==> config.mk <==
export PLATFORM = sky130hd
export DESIGN_NAME = flow_unit
export DESIGN_NICKNAME = d
export VERILOG_FILES = /design/src/rtl/flow_pkg.sv /design/src/rtl/flow_cond_eval.sv /design/src/rtl/flow_plan.sv /design/src/rtl/flow_stack_seq.sv /design/src/rtl/flow_unit.sv
export SDC_FILE = /design/constraint.sdc
export NUM_CORES = 1
export LEC_CHECK = 0
export ABC_AREA = 1
export CAP_MARGIN = 40
export CORE_MARGIN = 2
export CORE_UTILIZATION = 55
export CTS_CLUSTER_SIZE = 40
export DETAILED_ROUTE_END_ITERATION = 7
export PLACE_DENSITY = 0.93
export SYNTH_ARGS = -nofsm -noshare
export SYNTH_HDL_FRONTEND = slang
export SYNTH_SLANG_ARGS = --single-unit
==> constraint.sdc <==
create_clock -name clk -period 8.1 [get_ports clk]
set_input_delay 2.025 -clock clk [delete_from_list [all_inputs] [get_ports clk]]
set_output_delay 2.025 -clock clk [all_outputs]
set_load 0.05 [all_outputs]
==> src/rtl/flow_pkg.sv <==
package flow_pkg;

    localparam int ADDR_W = 16;
    localparam int BYTE_W = 8;
    localparam int COND_W = 3;
    localparam int FLAG_W = 4;
    localparam int OP_W   = 4;

    // flag vector bit positions
    localparam int FLG_C = 0;
    localparam int FLG_P = 1;
    localparam int FLG_Z = 2;
    localparam int FLG_S = 3;

    typedef enum logic [OP_W-1:0] {
        OP_JP     = 4'd0,
        OP_JPCC   = 4'd1,
        OP_JR     = 4'd2,
        OP_JRCC   = 4'd3,
        OP_DJNZ   = 4'd4,
        OP_CALL   = 4'd5,
        OP_CALLCC = 4'd6,
        OP_RET    = 4'd7,
        OP_RETCC  = 4'd8,
        OP_PUSH   = 4'd9,
        OP_POP    = 4'd10
    } flow_op_e;

    typedef enum logic [1:0] {
        STK_NONE  = 2'd0,
        STK_WRITE = 2'd1,
        STK_READ  = 2'd2
    } stk_mode_e;

    typedef struct packed {
        logic              taken;
        logic              load_pc;
        logic              load_pair;
        stk_mode_e         mode;
        logic [ADDR_W-1:0] pc_next;
        logic [ADDR_W-1:0] sp_next;
        logic [BYTE_W-1:0] b_next;
        logic [ADDR_W-1:0] pair_next;
        logic [ADDR_W-1:0] wword;
        logic [ADDR_W-1:0] base_addr;
    } plan_t;

    function automatic logic [ADDR_W-1:0] sext_disp(input logic [BYTE_W-1:0] d);
        return {{(ADDR_W-BYTE_W){d[BYTE_W-1]}}, d};
    endfunction

    function automatic logic [ADDR_W-1:0] op_length(input flow_op_e op);
        case (op)
            OP_JP, OP_JPCC, OP_CALL, OP_CALLCC: return ADDR_W'(3);
            OP_JR, OP_JRCC, OP_DJNZ:            return ADDR_W'(2);
            default:                            return ADDR_W'(1);
        endcase
    endfunction

endpackage

==> src/rtl/flow_cond_eval.sv <==
module flow_cond_eval
    import flow_pkg::*;
(
    input  logic [COND_W-1:0] cond,
    input  logic [FLAG_W-1:0] flags,
    input  logic              short_form,
    output logic              cond_true
);
    localparam int NCOND = 1 << COND_W;

    logic [FLAG_W-1:0] fsel;
    logic [NCOND-1:0]  lut;
    logic [COND_W-1:0] idx;

    // condition pairs: zero, carry, parity, sign; even code = flag clear
    assign fsel = {flags[FLG_S], flags[FLG_P], flags[FLG_C], flags[FLG_Z]};

    for (genvar g = 0; g < NCOND/2; g++) begin : g_pair
        assign lut[2*g]   = ~fsel[g];
        assign lut[2*g+1] =  fsel[g];
    end

    assign idx       = short_form ? {1'b0, cond[COND_W-2:0]} : cond;
    assign cond_true = lut[idx];

endmodule

==> src/rtl/flow_plan.sv <==
module flow_plan
    import flow_pkg::*;
(
    input  flow_op_e          op,
    input  logic              cond_true,
    input  logic [ADDR_W-1:0] pc,
    input  logic [ADDR_W-1:0] sp,
    input  logic [BYTE_W-1:0] b,
    input  logic [ADDR_W-1:0] pair,
    input  logic [ADDR_W-1:0] imm,
    input  logic [BYTE_W-1:0] disp,
    output plan_t             plan
);
    logic [ADDR_W-1:0] pc_seq;
    logic [ADDR_W-1:0] pc_rel;
    logic [BYTE_W-1:0] b_dec;

    assign pc_seq = pc + op_length(op);
    assign pc_rel = pc_seq + sext_disp(disp);
    assign b_dec  = b - BYTE_W'(1);

    always_comb begin
        plan           = '0;
        plan.mode      = STK_NONE;
        plan.pc_next   = pc_seq;
        plan.sp_next   = sp;
        plan.b_next    = b;
        plan.pair_next = pair;
        plan.base_addr = sp;
        case (op)
            OP_JP: begin
                plan.taken   = 1'b1;
                plan.pc_next = imm;
            end
            OP_JPCC: begin
                plan.taken = cond_true;
                if (cond_true) plan.pc_next = imm;
            end
            OP_JR: begin
                plan.taken   = 1'b1;
                plan.pc_next = pc_rel;
            end
            OP_JRCC: begin
                plan.taken = cond_true;
                if (cond_true) plan.pc_next = pc_rel;
            end
            OP_DJNZ: begin
                plan.b_next = b_dec;
                plan.taken  = (b_dec != '0);
                if (b_dec != '0) plan.pc_next = pc_rel;
            end
            OP_CALL, OP_CALLCC: begin
                if (op == OP_CALL || cond_true) begin
                    plan.taken     = 1'b1;
                    plan.mode      = STK_WRITE;
                    plan.wword     = pc_seq;
                    plan.base_addr = sp - ADDR_W'(1);
                    plan.sp_next   = sp - ADDR_W'(2);
                    plan.pc_next   = imm;
                end
            end
            OP_RET, OP_RETCC: begin
                if (op == OP_RET || cond_true) begin
                    plan.taken   = 1'b1;
                    plan.mode    = STK_READ;
                    plan.load_pc = 1'b1;
                    plan.sp_next = sp + ADDR_W'(2);
                end
            end
            OP_PUSH: begin
                plan.taken     = 1'b1;
                plan.mode      = STK_WRITE;
                plan.wword     = pair;
                plan.base_addr = sp - ADDR_W'(1);
                plan.sp_next   = sp - ADDR_W'(2);
            end
            OP_POP: begin
                plan.taken     = 1'b1;
                plan.mode      = STK_READ;
                plan.load_pair = 1'b1;
                plan.sp_next   = sp + ADDR_W'(2);
            end
            default: ;
        endcase
    end

endmodule

==> src/rtl/flow_stack_seq.sv <==
module flow_stack_seq
    import flow_pkg::*;
(
    input  logic              clk,
    input  logic              rst,
    input  logic              start,
    input  plan_t             plan_in,
    input  logic              mem_ack,
    input  logic [BYTE_W-1:0] mem_rdata,
    output logic              mem_req,
    output logic              mem_we,
    output logic [ADDR_W-1:0] mem_addr,
    output logic [BYTE_W-1:0] mem_wdata,
    output logic              busy,
    output logic              done,
    output plan_t             plan_q,
    output logic [ADDR_W-1:0] rd_word
);
    typedef enum logic [1:0] {
        ST_IDLE = 2'd0,
        ST_XF0  = 2'd1,
        ST_XF1  = 2'd2,
        ST_FIN  = 2'd3
    } seq_state_e;

    seq_state_e state;
    logic       accept;
    logic       is_write;
    logic       in_xfer;

    assign accept   = start && (state == ST_IDLE);
    assign is_write = (plan_q.mode == STK_WRITE);
    assign in_xfer  = (state == ST_XF0) || (state == ST_XF1);

    always_ff @(posedge clk) begin
        if (rst) begin
            state   <= ST_IDLE;
            plan_q  <= '0;
            rd_word <= '0;
        end else begin
            case (state)
                ST_IDLE: begin
                    if (accept) begin
                        plan_q  <= plan_in;
                        rd_word <= '0;
                        state   <= (plan_in.mode == STK_NONE) ? ST_FIN : ST_XF0;
                    end
                end
                ST_XF0: begin
                    if (mem_ack) begin
                        if (!is_write) rd_word[BYTE_W-1:0] <= mem_rdata;
                        state <= ST_XF1;
                    end
                end
                ST_XF1: begin
                    if (mem_ack) begin
                        if (!is_write) rd_word[ADDR_W-1:BYTE_W] <= mem_rdata;
                        state <= ST_FIN;
                    end
                end
                default: state <= ST_IDLE;
            endcase
        end
    end

    // writes go downward (high byte first), reads go upward (low byte first)
    always_comb begin
        mem_req   = in_xfer;
        mem_we    = in_xfer && is_write;
        mem_addr  = plan_q.base_addr;
        mem_wdata = '0;
        if (state == ST_XF1) begin
            mem_addr = is_write ? plan_q.base_addr - ADDR_W'(1)
                                : plan_q.base_addr + ADDR_W'(1);
        end
        if (is_write) begin
            mem_wdata = (state == ST_XF1) ? plan_q.wword[BYTE_W-1:0]
                                          : plan_q.wword[ADDR_W-1:BYTE_W];
        end
    end

    assign busy = (state != ST_IDLE);
    assign done = (state == ST_FIN);

endmodule

==> src/rtl/flow_unit.sv <==
module flow_unit
    import flow_pkg::*;
(
    input  logic              clk,
    input  logic              rst,
    input  logic              start_i,
    input  logic [OP_W-1:0]   op_i,
    input  logic [COND_W-1:0] cond_i,
    input  logic [FLAG_W-1:0] flags_i,
    input  logic [ADDR_W-1:0] pc_i,
    input  logic [ADDR_W-1:0] sp_i,
    input  logic [BYTE_W-1:0] b_i,
    input  logic [ADDR_W-1:0] pair_i,
    input  logic [BYTE_W-1:0] imm_lo_i,
    input  logic [BYTE_W-1:0] imm_hi_i,
    input  logic [BYTE_W-1:0] disp_i,
    input  logic              mem_ack_i,
    input  logic [BYTE_W-1:0] mem_rdata_i,
    output logic              busy_o,
    output logic              done_o,
    output logic              taken_o,
    output logic [ADDR_W-1:0] pc_o,
    output logic [ADDR_W-1:0] sp_o,
    output logic [BYTE_W-1:0] b_o,
    output logic [ADDR_W-1:0] pair_o,
    output logic              mem_req_o,
    output logic              mem_we_o,
    output logic [ADDR_W-1:0] mem_addr_o,
    output logic [BYTE_W-1:0] mem_wdata_o
);
    flow_op_e          op;
    logic              cond_true;
    plan_t             plan_c;
    plan_t             plan_q;
    logic [ADDR_W-1:0] rd_word;

    assign op = flow_op_e'(op_i);

    flow_cond_eval u_cond (
        .cond       (cond_i),
        .flags      (flags_i),
        .short_form (op == OP_JRCC),
        .cond_true  (cond_true)
    );

    flow_plan u_plan (
        .op        (op),
        .cond_true (cond_true),
        .pc        (pc_i),
        .sp        (sp_i),
        .b         (b_i),
        .pair      (pair_i),
        .imm       ({imm_hi_i, imm_lo_i}),
        .disp      (disp_i),
        .plan      (plan_c)
    );

    flow_stack_seq u_seq (
        .clk       (clk),
        .rst       (rst),
        .start     (start_i),
        .plan_in   (plan_c),
        .mem_ack   (mem_ack_i),
        .mem_rdata (mem_rdata_i),
        .mem_req   (mem_req_o),
        .mem_we    (mem_we_o),
        .mem_addr  (mem_addr_o),
        .mem_wdata (mem_wdata_o),
        .busy      (busy_o),
        .done      (done_o),
        .plan_q    (plan_q),
        .rd_word   (rd_word)
    );

    assign taken_o = plan_q.taken;
    assign pc_o    = plan_q.load_pc   ? rd_word : plan_q.pc_next;
    assign pair_o  = plan_q.load_pair ? rd_word : plan_q.pair_next;
    assign sp_o    = plan_q.sp_next;
    assign b_o     = plan_q.b_next;

endmodule

Yosys cells after proc, flatten, opt, wreduce, memory -nomap -nowiden:

Cells that the tools add are included.

* bits in registers: 111
* bits of input ports: 103
* output and inout bits: 85
* logic and storage cells: 104

* add/subtract/negate cells: 8
* order comparisons: 1
* equality and inequality tests: 19
* multiplexer cells: 37
* bitwise gates (word level): 4
* reduce and logical (&&, ||, !) cells: 22

Operators with widths (count)
* two-way mux 16 bit: 9
* one-hot mux 16 bit (6 select lines): 1
* one-hot mux 16 bit (4 select lines): 1
* one-hot mux 32 bit (2 select lines): 1
* two-way mux 8 bit: 5
* two-way mux 33 bit: 1
* two-way mux 32 bit: 1
* one-hot mux 8 bit (2 select lines): 2
* subtractor 16 x 1 -> 16 bit, second input constant: 2
* adder 16 x 1 -> 16 bit, second input constant: 1
* adder 16 bit: 1
* adder 16 x 2 -> 16 bit: 1
* adder 16 x 2 -> 16 bit, second input constant: 1
* == test 4 x 3 -> 1 bit, second input constant: 4
* subtractor 16 x 2 -> 16 bit, second input constant: 1
* == test 4 bit, second input constant: 3
* two-way mux 2 bit: 6
* == test 4 x 2 -> 1 bit, second input constant: 2
* inequality test 2 bit, second input constant: 4
* one-hot mux 2 bit (4 select lines): 1
* AND reduction 4 bit: 2
* nonzero test 8 bit: 1
* OR reduction 4 bit: 2
* subtractor 8 x 1 -> 8 bit, second input constant: 1
* 21 further kinds: 37

Logic depth before layout (Yosys ltp):

Gate-level depths: netlist of run 1.

* depth in word-level cells: 11
* gate-level depth with buffers: 28
* gate-level depth less buffers: 27

Modules after synthesis:

From an unflattened synthesis of run 1, not the netlist that was laid out.

* cell total of the unflattened synthesis: 1734
* area, all modules: 10082.2 um2

Modules (own cells, without submodules)
* flow_stack_seq: times used 1, cells each 752, area an instance 5166.2 um2, sequential area each 2222.1 um2
* flow_plan: times used 1, cells each 843, area an instance 4339.2 um2, sequential area each 0.0 um2
* flow_unit: times used 1, cells each 109, area an instance 464.2 um2, sequential area each 0.0 um2
* flow_cond_eval: times used 1, cells each 30, area an instance 112.6 um2, sequential area each 0.0 um2

Least setup slack after synthesis of run 1:

No wires, ideal clock.

* path type: reg2out
* start point: reg, netlist name u_seq.plan_q[88]
* end point: out mem_addr_o[8]
* arrival: 3776 ps
* slack: 2299 ps
* stages on the path, launching flop included: 12
* buffers on the path: 0
* path through: dfxtp_1 -> inv_1 -> nor2_1 -> clkinv_1 -> fa_1 -> inv_1 -> nand3_1 -> a21oi_1 -> nor2_1 -> o21ai_0 -> xnor2_1 -> o21ai_0

* longest elaborated chain between the ends: 3

Ends and longest elaborated chain
* == test 2 x 1 -> 1 bit: RTL line flow_stack_seq.sv:32 `assign is_write = (plan_q.mode == STK_WRITE);`
* two-way mux 16 bit: RTL line flow_stack_seq.sv:73 `mem_addr = is_write ? plan_q.base_addr - ADDR_W'(1)`
* two-way mux 16 bit: RTL line flow_stack_seq.sv:72 `if (state == ST_XF1) begin`
* end: declaration: RTL line flow_unit.sv:28 `output logic [ADDR_W-1:0] mem_addr_o,`

No other way between the ends.

Worst setup path after layout of run 1:

* start point: reg, netlist name u_seq.plan_q[88]
* end point: out mem_addr_o[10]

* longest elaborated chain between the ends: 3

Ends and longest elaborated chain (RTL line)
* == test 2 x 1 -> 1 bit: flow_stack_seq.sv:32
* two-way mux 16 bit: flow_stack_seq.sv:73
* two-way mux 16 bit: flow_stack_seq.sv:72

No other way between the ends.

==> reports/qor.csv, run 1 <==
metric,value,unit
cts.path.max_buffers,2,
power,3.00,mW
rsz0062_at_grt,false,
path_class,register to primary output,
portBuffers,187,
use_met2,56.1,%
crit_buf_inv,5,
required,6080,ps
worst-path-stages,16,
crit_fanout,20,
maxCapViolCount,0,
syn_area_per_cell,5.90,sq um
numCtsBuffers,9,
relSlewSlack,49.9,%
layout_min_cycle_time,5990,ps
yosysTopAreaCell,dfxtp_1,
final_util,68.8,%
crit_chain,inv_1 > nor2_1 > buf_4 > clkinv_1 > fa_1 > inv_1 > nand3_1 > a21oi_1 > nor2_1 > o21ai_0 > nand2_1 > nand2_1 > or2_2 > nand3_1 > o21ai_0 > clkdlybuf4s50_1,
cts_tree,yes,
antenna_cells,0,
setup_ws,2110,ps
n_fill_cell,1560,
whs_path_depth,2,
cts_setup_buffers,0,
ys_async_sr_fraction,0,%
hpwl,26.6,mm
wl,34.8,mm
ys.flop_type,dfxtp_1,
syn_inst,1653,
grt-busiest-layer,met2,
core_area,0.0173,sq mm
grt_max_degree,73,
use_met1,51.9,%
routedWlPerCell,17.4,um
min_from,u_seq.plan_q[35],
htree_levels,3,
r2r_setup_slack,4990,ps
ctsResizeCount,0,
report.final.slew_viol_count,0,
r2r-end,u_seq.plan_q[89],
hold_class,register to register,
grt_pass1_wl,54.2,mm
drive_above_1_share,4.17,%
min_to,u_seq.plan_q[35],
crit_family,buffers and inverters,
finalSetupViolCount,0,
drtIter0Drc,1409,
dp_slack,1940,ps
clk_pin_slew_worst_paths,90,ps
ios,188,
crit_path_max_incr_delay,840,ps
arrival,3960,ps
hold_viol_final,0,
finalCritPeriodShare,73.9,%
grt-ovfl-total,0,
ys_seq_elements,111,
clk_latency,370,ps
ys_types,47,
tightest_slew,751,ps
postCtsHoldBufs,0,
start_util,56.4,%
area_delta_synth_final,22.0,%
postRouteAntennaNets,0,
synth.top_cell.area_share,22.8,%
grtUsageMet3,8.67,%
routabilityCongestion,0.966,
reg2reg_from,u_seq.state[0],
power.density,252,mW/mm^2
dr.pass1.iters,8,
cts_sinks,111,
rr_worst_depth,10,
die_height,137,um
violations,design-rule violations,
synth-seq-area-share,22.8,%
yosys_warnings,0,
slowest_stage,clkdlybuf4s50_1,
fmax,167,MHz
worstSetupStartpointType,register,
crit_path_end_kind,primary output,
syn_area,0.00975,sq mm
placementRows,48,
routed_via_density,5.80,
synth_nets,1803,
antenna_found_initial,0,
num_vias,11600,
power.leakage,5.39,nW
synth_area_leaders,"dfxtp_1, nand2_1, o21ai_0",
die_width,137,um
cts-root-buf,clkbuf_16,
drc_errors,1,
fin_setup_tns,0,ps
grt_pass1_vias,10400,
synth_edf_count,0,
dieArea,0.0188,sq mm
final_nets,1919,
grt_usage,36.9,%
status,finished with violations,
fin_skew,9.74,ps
ir_worst_vdd,0.000325,V
## kinds of logic after synthesis
| group | count (synthesis) | share of synthesized area (%) |
|---|---|---|
| simple gates | 844 | 35.7 |
| compound gates | 321 | 17.7 |
| buf+inv | 267 | 11.5 |
| flops | 111 | 22.8 |
| xor+xnor | 48 | 4.31 |
| fa+ha+maj | 47 | 6.26 |
| mux | 15 | 1.73 |
## routing by layer
layer,routed length (um),part of all wire [%]
met5,0,0
met4,886,2.5
met3,3940,11
met2,15200,44
met1,14700,42
## registers in the layout (all words and copies together), names as in the netlist
name           count
u_seq.state        2
u_seq.plan_q      93
u_seq.rd_word     16
## report_power, final
group,switching (mW),internal (mW)
clock,0.249,0.226
combinational,1.19,0.572
sequential,0.0903,0.667
total,1.53,1.46
## how the worst max path moves through the flow
| stage | start | endpoint | slack [ps] |
|---|---|---|---|
| floorplan | u_seq.plan_q[88] | mem_addr_o[8] | 2300 |
| global placement | op_i[1] | u_seq.plan_q[83] | 2090 |
| CTS | u_seq.plan_q[88] | mem_addr_o[10] | 2130 |
| global route | op_i[1] | u_seq.plan_q[83] | 1770 |
| finish | u_seq.plan_q[88] | mem_addr_o[10] | 2110 |
| detailed placement | op_i[1] | u_seq.plan_q[83] | 1940 |
## cells in the mapped netlist (3+ instances only)
library cell / number
a21o_1: 4
buf_2: 10
mux2_2: 15
nand2_2: 4
nand4_1: 23
dfxtp_1: 111
clkbuf_1: 55
xnor2_1: 13
a21oi_1: 124
o21ai_1: 9
o211ai_1: 8
inv_1: 163
clkinv_1: 5
inv_2: 5
a211oi_1: 3
nor2_2: 4
ha_1: 44
a31oi_1: 8
xor2_1: 35
fa_1: 3
nor2_1: 148
nand3_1: 120
nand3b_1: 6
o22ai_1: 4
nor3_1: 10
o21bai_1: 6
buf_4: 27
o21ai_0: 142
nand2_1: 513
or2_2: 10
## cells in the final DEF, fill, tap and decap left out, drive strengths merged, types with 2 or more instances in the layout
master	synthesis	routed
a21boi	2	2
nand4	23	23
o221a	2	2
a21o	4	4
o21a	2	2
a211oi	3	3
o22ai	4	4
inv	168	173
xor2	35	35
nor3	10	10
nand3	121	121
dfxtp	111	111
clkdlybuf4s50	0	186
fa	3	3
nor2	152	152
o21ai	152	152
buf	39	13
mux2	15	15
a31oi	8	8
xnor2	13	13
or2	11	11
ha	44	44
clkbuf	55	9
a21oi	124	124
o211ai	8	8
o21bai	6	6
nand2	517	517
nor4	2	2
clkinv	5	7
nand3b	6	6
## worst min-delay path, stage by stage (launching register included)
cell and delay [ps]:
dfxtp_1 310, inv_1 50, a21oi_1 50
## metrics by stage
| step | hold WS, ps | std cells | cell area [sq um] |
|---|---|---|---|
| after detailed placement | 442 | 1983 | 11600 |
| after global routing | 474 | 1999 | 11900 |
| final | 453 | 1999 | 11900 |
| after global placement | 434 | 1977 | 11500 |
| after floorplan | 424 | 1653 | 9750 |
| after CTS | 454 | 1999 | 11900 |
## area by class of cell
cell class                 instances  area (sq um)  share of cell area [%]
multi-input combinational       1275          6410                    53.9
sequential                       111          2220                    18.7
timing repair buffer             199          2010                    16.9
inverter                         173           649                    5.46
tap                              225           282                    2.37
clock buffer                       9           225                    1.89
clock inverter                     7          93.8                   0.789
Power figures use the tool's default switching activity.
==> run 2: changes to the inputs <==
--- a/config.mk
+++ b/config.mk
@@ -8,10 +8,10 @@
 export ABC_AREA = 1
 export CAP_MARGIN = 40
 export CORE_MARGIN = 2
-export CORE_UTILIZATION = 55
+export CORE_UTILIZATION = 49
 export CTS_CLUSTER_SIZE = 40
 export DETAILED_ROUTE_END_ITERATION = 7
-export PLACE_DENSITY = 0.93
+export PLACE_DENSITY = 0.88
 export SYNTH_ARGS = -nofsm -noshare
 export SYNTH_HDL_FRONTEND = slang
 export SYNTH_SLANG_ARGS = --single-unit
==> constraint.sdc (replaced) <==
create_clock -name clk -period 5.3 [get_ports clk]
set_input_delay 1.325 -clock clk [delete_from_list [all_inputs] [get_ports clk]]
set_output_delay 1.325 -clock clk [all_outputs]
set_load 0.05 [all_outputs]
==> run 2 against run 1 <==
The run now ends clean; routed wire length shrank 0.68%; first-iteration DRC count decreased by 9.6%; combinational power up 54%; global-route usage is 4.9 points lower; cell count is 2.4% higher; die area increased by 12%; cell area increased by 1.1%; worst setup slack worse by 1800 ps; register-to-register slack lost 2300 ps; clock power up 52%; sequential cell count stayed put; highest routed layer unchanged.
==> reports/qor.csv, run 2 (synthesized netlist as in run 1, its figures left out) <==
metric,value,unit,change
num_vias,11400,,-1.5%
clk_pin_slew_worst_paths,90,ps,about the same
crit_start,op_i[1],,
dpl.cell_count,2031,,+2.4%
cts-root-buf,clkbuf_16,,
required,5550,ps,-530 ps
wl,34.5,mm,-0.68%
rsz0062_at_grt,false,,
ir_worst_vdd,0.000237,V,-27%
die_width,145,um,+5.8%
antenna_cells,0,,unchanged
tightest_slew,962,ps,+210 ps
fin_skew,11.7,ps,+1.94 ps
final_common_cell,nand2_1,,
routedWlPerCell,16.9,um,-3.0%
portBuffers,187,,unchanged
r2r-end,u_seq.plan_q[72],,
fmax,202,MHz,
start_util,49.9,%,-6.4 points
area_delta_synth_final,23.3,%,
r2r_setup_slack,2680,ps,-2310 ps
crit_fanout,8,,-60%
routabilityCongestion,0.968,,+0.24%
core_area,0.0195,sq mm,+13%
report.final.slew_viol_count,0,,unchanged
die_height,145,um,+5.8%
hpwl,26.7,mm,+0.43%
cts.path.max_buffers,2,,unchanged
layout_min_cycle_time,4960,ps,
crit_path_max_incr_delay,570,ps,-270 ps
layout_common_cells,"nand2_1, clkdlybuf4s50_1, inv_1, nor2_1, o21ai_0",,
dieArea,0.0210,sq mm,+12%
rr_worst_depth,8,,-2
power.density,384,mW/mm^2,+52%
dr.pass1.iters,5,,-3
relSlewSlack,35.8,%,-14 points
crit_chain,clkdlybuf4s50_1 > nand2_1 > o21ai_0 > inv_1 > ha_1 > nand3_1 > nand2_1 > nand2_1 > xor2_1 > inv_1 > ha_1 > a21oi_1 > nor2_1 > nor2_1 > nor2_1 > nor2_1 > nand3b_1 > nand3_1 > nand2_1 > nor2_1 > nor2_1,,
largest_register,u_seq.plan_q,,
largest_reg_flops,93,,unchanged
routed_via_density,5.57,,-3.8%
finalSetupViolCount,0,,unchanged
arrival,5210,ps,+1250 ps
cts_sinks,111,,unchanged
fin_setup_tns,0,ps,unchanged
worstSetupEndpoint,u_seq.plan_q[86],,
power,4.61,mW,+54%
final_util,61.6,%,-7.2 points
antenna_found_initial,0,,unchanged
grt_pass1_wl,54.7,mm,+0.87%
drtIter0Drc,1274,,-9.6%
worstSetupStartpointType,input port,,
hold_viol_final,0,,unchanged
largest_registers,"u_seq.plan_q (93), u_seq.rd_word (16), u_seq.state (2)",,
postRouteAntennaNets,0,,unchanged
maxCapViolCount,0,,unchanged
grt_usage,32.0,%,-4.9 points
hold_class,register to register,,
power.leakage,5.44,nW,+1.1%
path_class,input port to register,,
grt-ovfl-total,0,,unchanged
ios,188,,unchanged
hold_ws,453,ps,+0.365 ps
reg2reg_from,u_seq.state[0],,
status,finished clean,,
placementRows,51,,+6.3%
timing.critical_path.mode_cell,nor2_1,,
slowest_stage,clkdlybuf4s50_1,,
grt_pass1_vias,10600,,+1.7%
finalCritPeriodShare,93.6,%,
final_cells,2047,,+2.4%
drive_above_1_share,4.94,%,+0.77 points
grt_max_degree,72,,-1.4%
clk_latency,370,ps,about the same
htree_levels,3,,unchanged
numCtsBuffers,9,,unchanged
cts_setup_buffers,0,,unchanged
cts_tree,yes,,
crit_path_end_kind,register,,
drc_errors,0,,-1
final_nets,1927,,+0.42%
## run 2: cell type report
| type | instances | area [sq um] |
|---|---|---|
| clock inverters | 7 | 93.8 |
| multi-input cells | 1275 | 6410 |
| inverters | 173 | 649 |
| clock buffers | 9 | 225 |
| well taps | 265 | 332 |
| repair buffers | 207 | 2100 |
| flip-flops and latches | 111 | 2220 |
| fillers | 1911 | 7500 |
## run 2: timing repair
item                       CTS  global route
hold buffers                 0             0
resized for setup            0             1
setup endpoints to repair    0             3
## run 2: critical path: cells and delay by family
family | cells | cell delay (ps)
AND/OR/NAND/NOR | 13 | 1430
adder cells (fa/ha/maj) | 2 | 660
AO/OA/AOI/OAI | 2 | 630
buffers and inverters | 3 | 890
XOR/XNOR | 1 | 280
## run 2: layer usage
layer / part of all wire [%] / global-route usage [%] / vias up / wire, um
met5: 0 / 0 / - / 0
met4: 1.9 / 8.14 / 0 / 656
met3: 10 / 4.78 / 57 / 3600
met2: 44 / 50.9 / 600 / 15100
met1: 44 / 45.3 / 5173 / 15100
li1: - / - / 5581 / -
## run 2: worst min-delay path by stage
stage                     startpoint               end  slack [ps]  depth (start not counted)
floorplan           u_seq.plan_q[32]  u_seq.plan_q[32]         420                          2
global placement    u_seq.plan_q[34]  u_seq.plan_q[34]         430                          2
detailed placement  u_seq.plan_q[40]  u_seq.plan_q[40]         440                          2
CTS                 u_seq.plan_q[45]  u_seq.plan_q[45]         450                          2
global route        u_seq.plan_q[45]  u_seq.plan_q[45]         470                          2
finish              u_seq.plan_q[34]  u_seq.plan_q[34]         450                          2
## run 2: where the power goes
part | internal, mW | switching, mW
Clock | 0.343 | 0.378
Combinational | 0.905 | 1.82
Sequential | 1.02 | 0.150
Total | 2.27 | 2.35
## run 2: stage by stage
step | worst slack (ps) | cell area [sq um]
global route | 22.3 | 12000
CTS | 425 | 12000
floorplan | 199 | 9750
detailed placement | 53.3 | 11700
global placement | 211 | 11700
finish | 338 | 12000
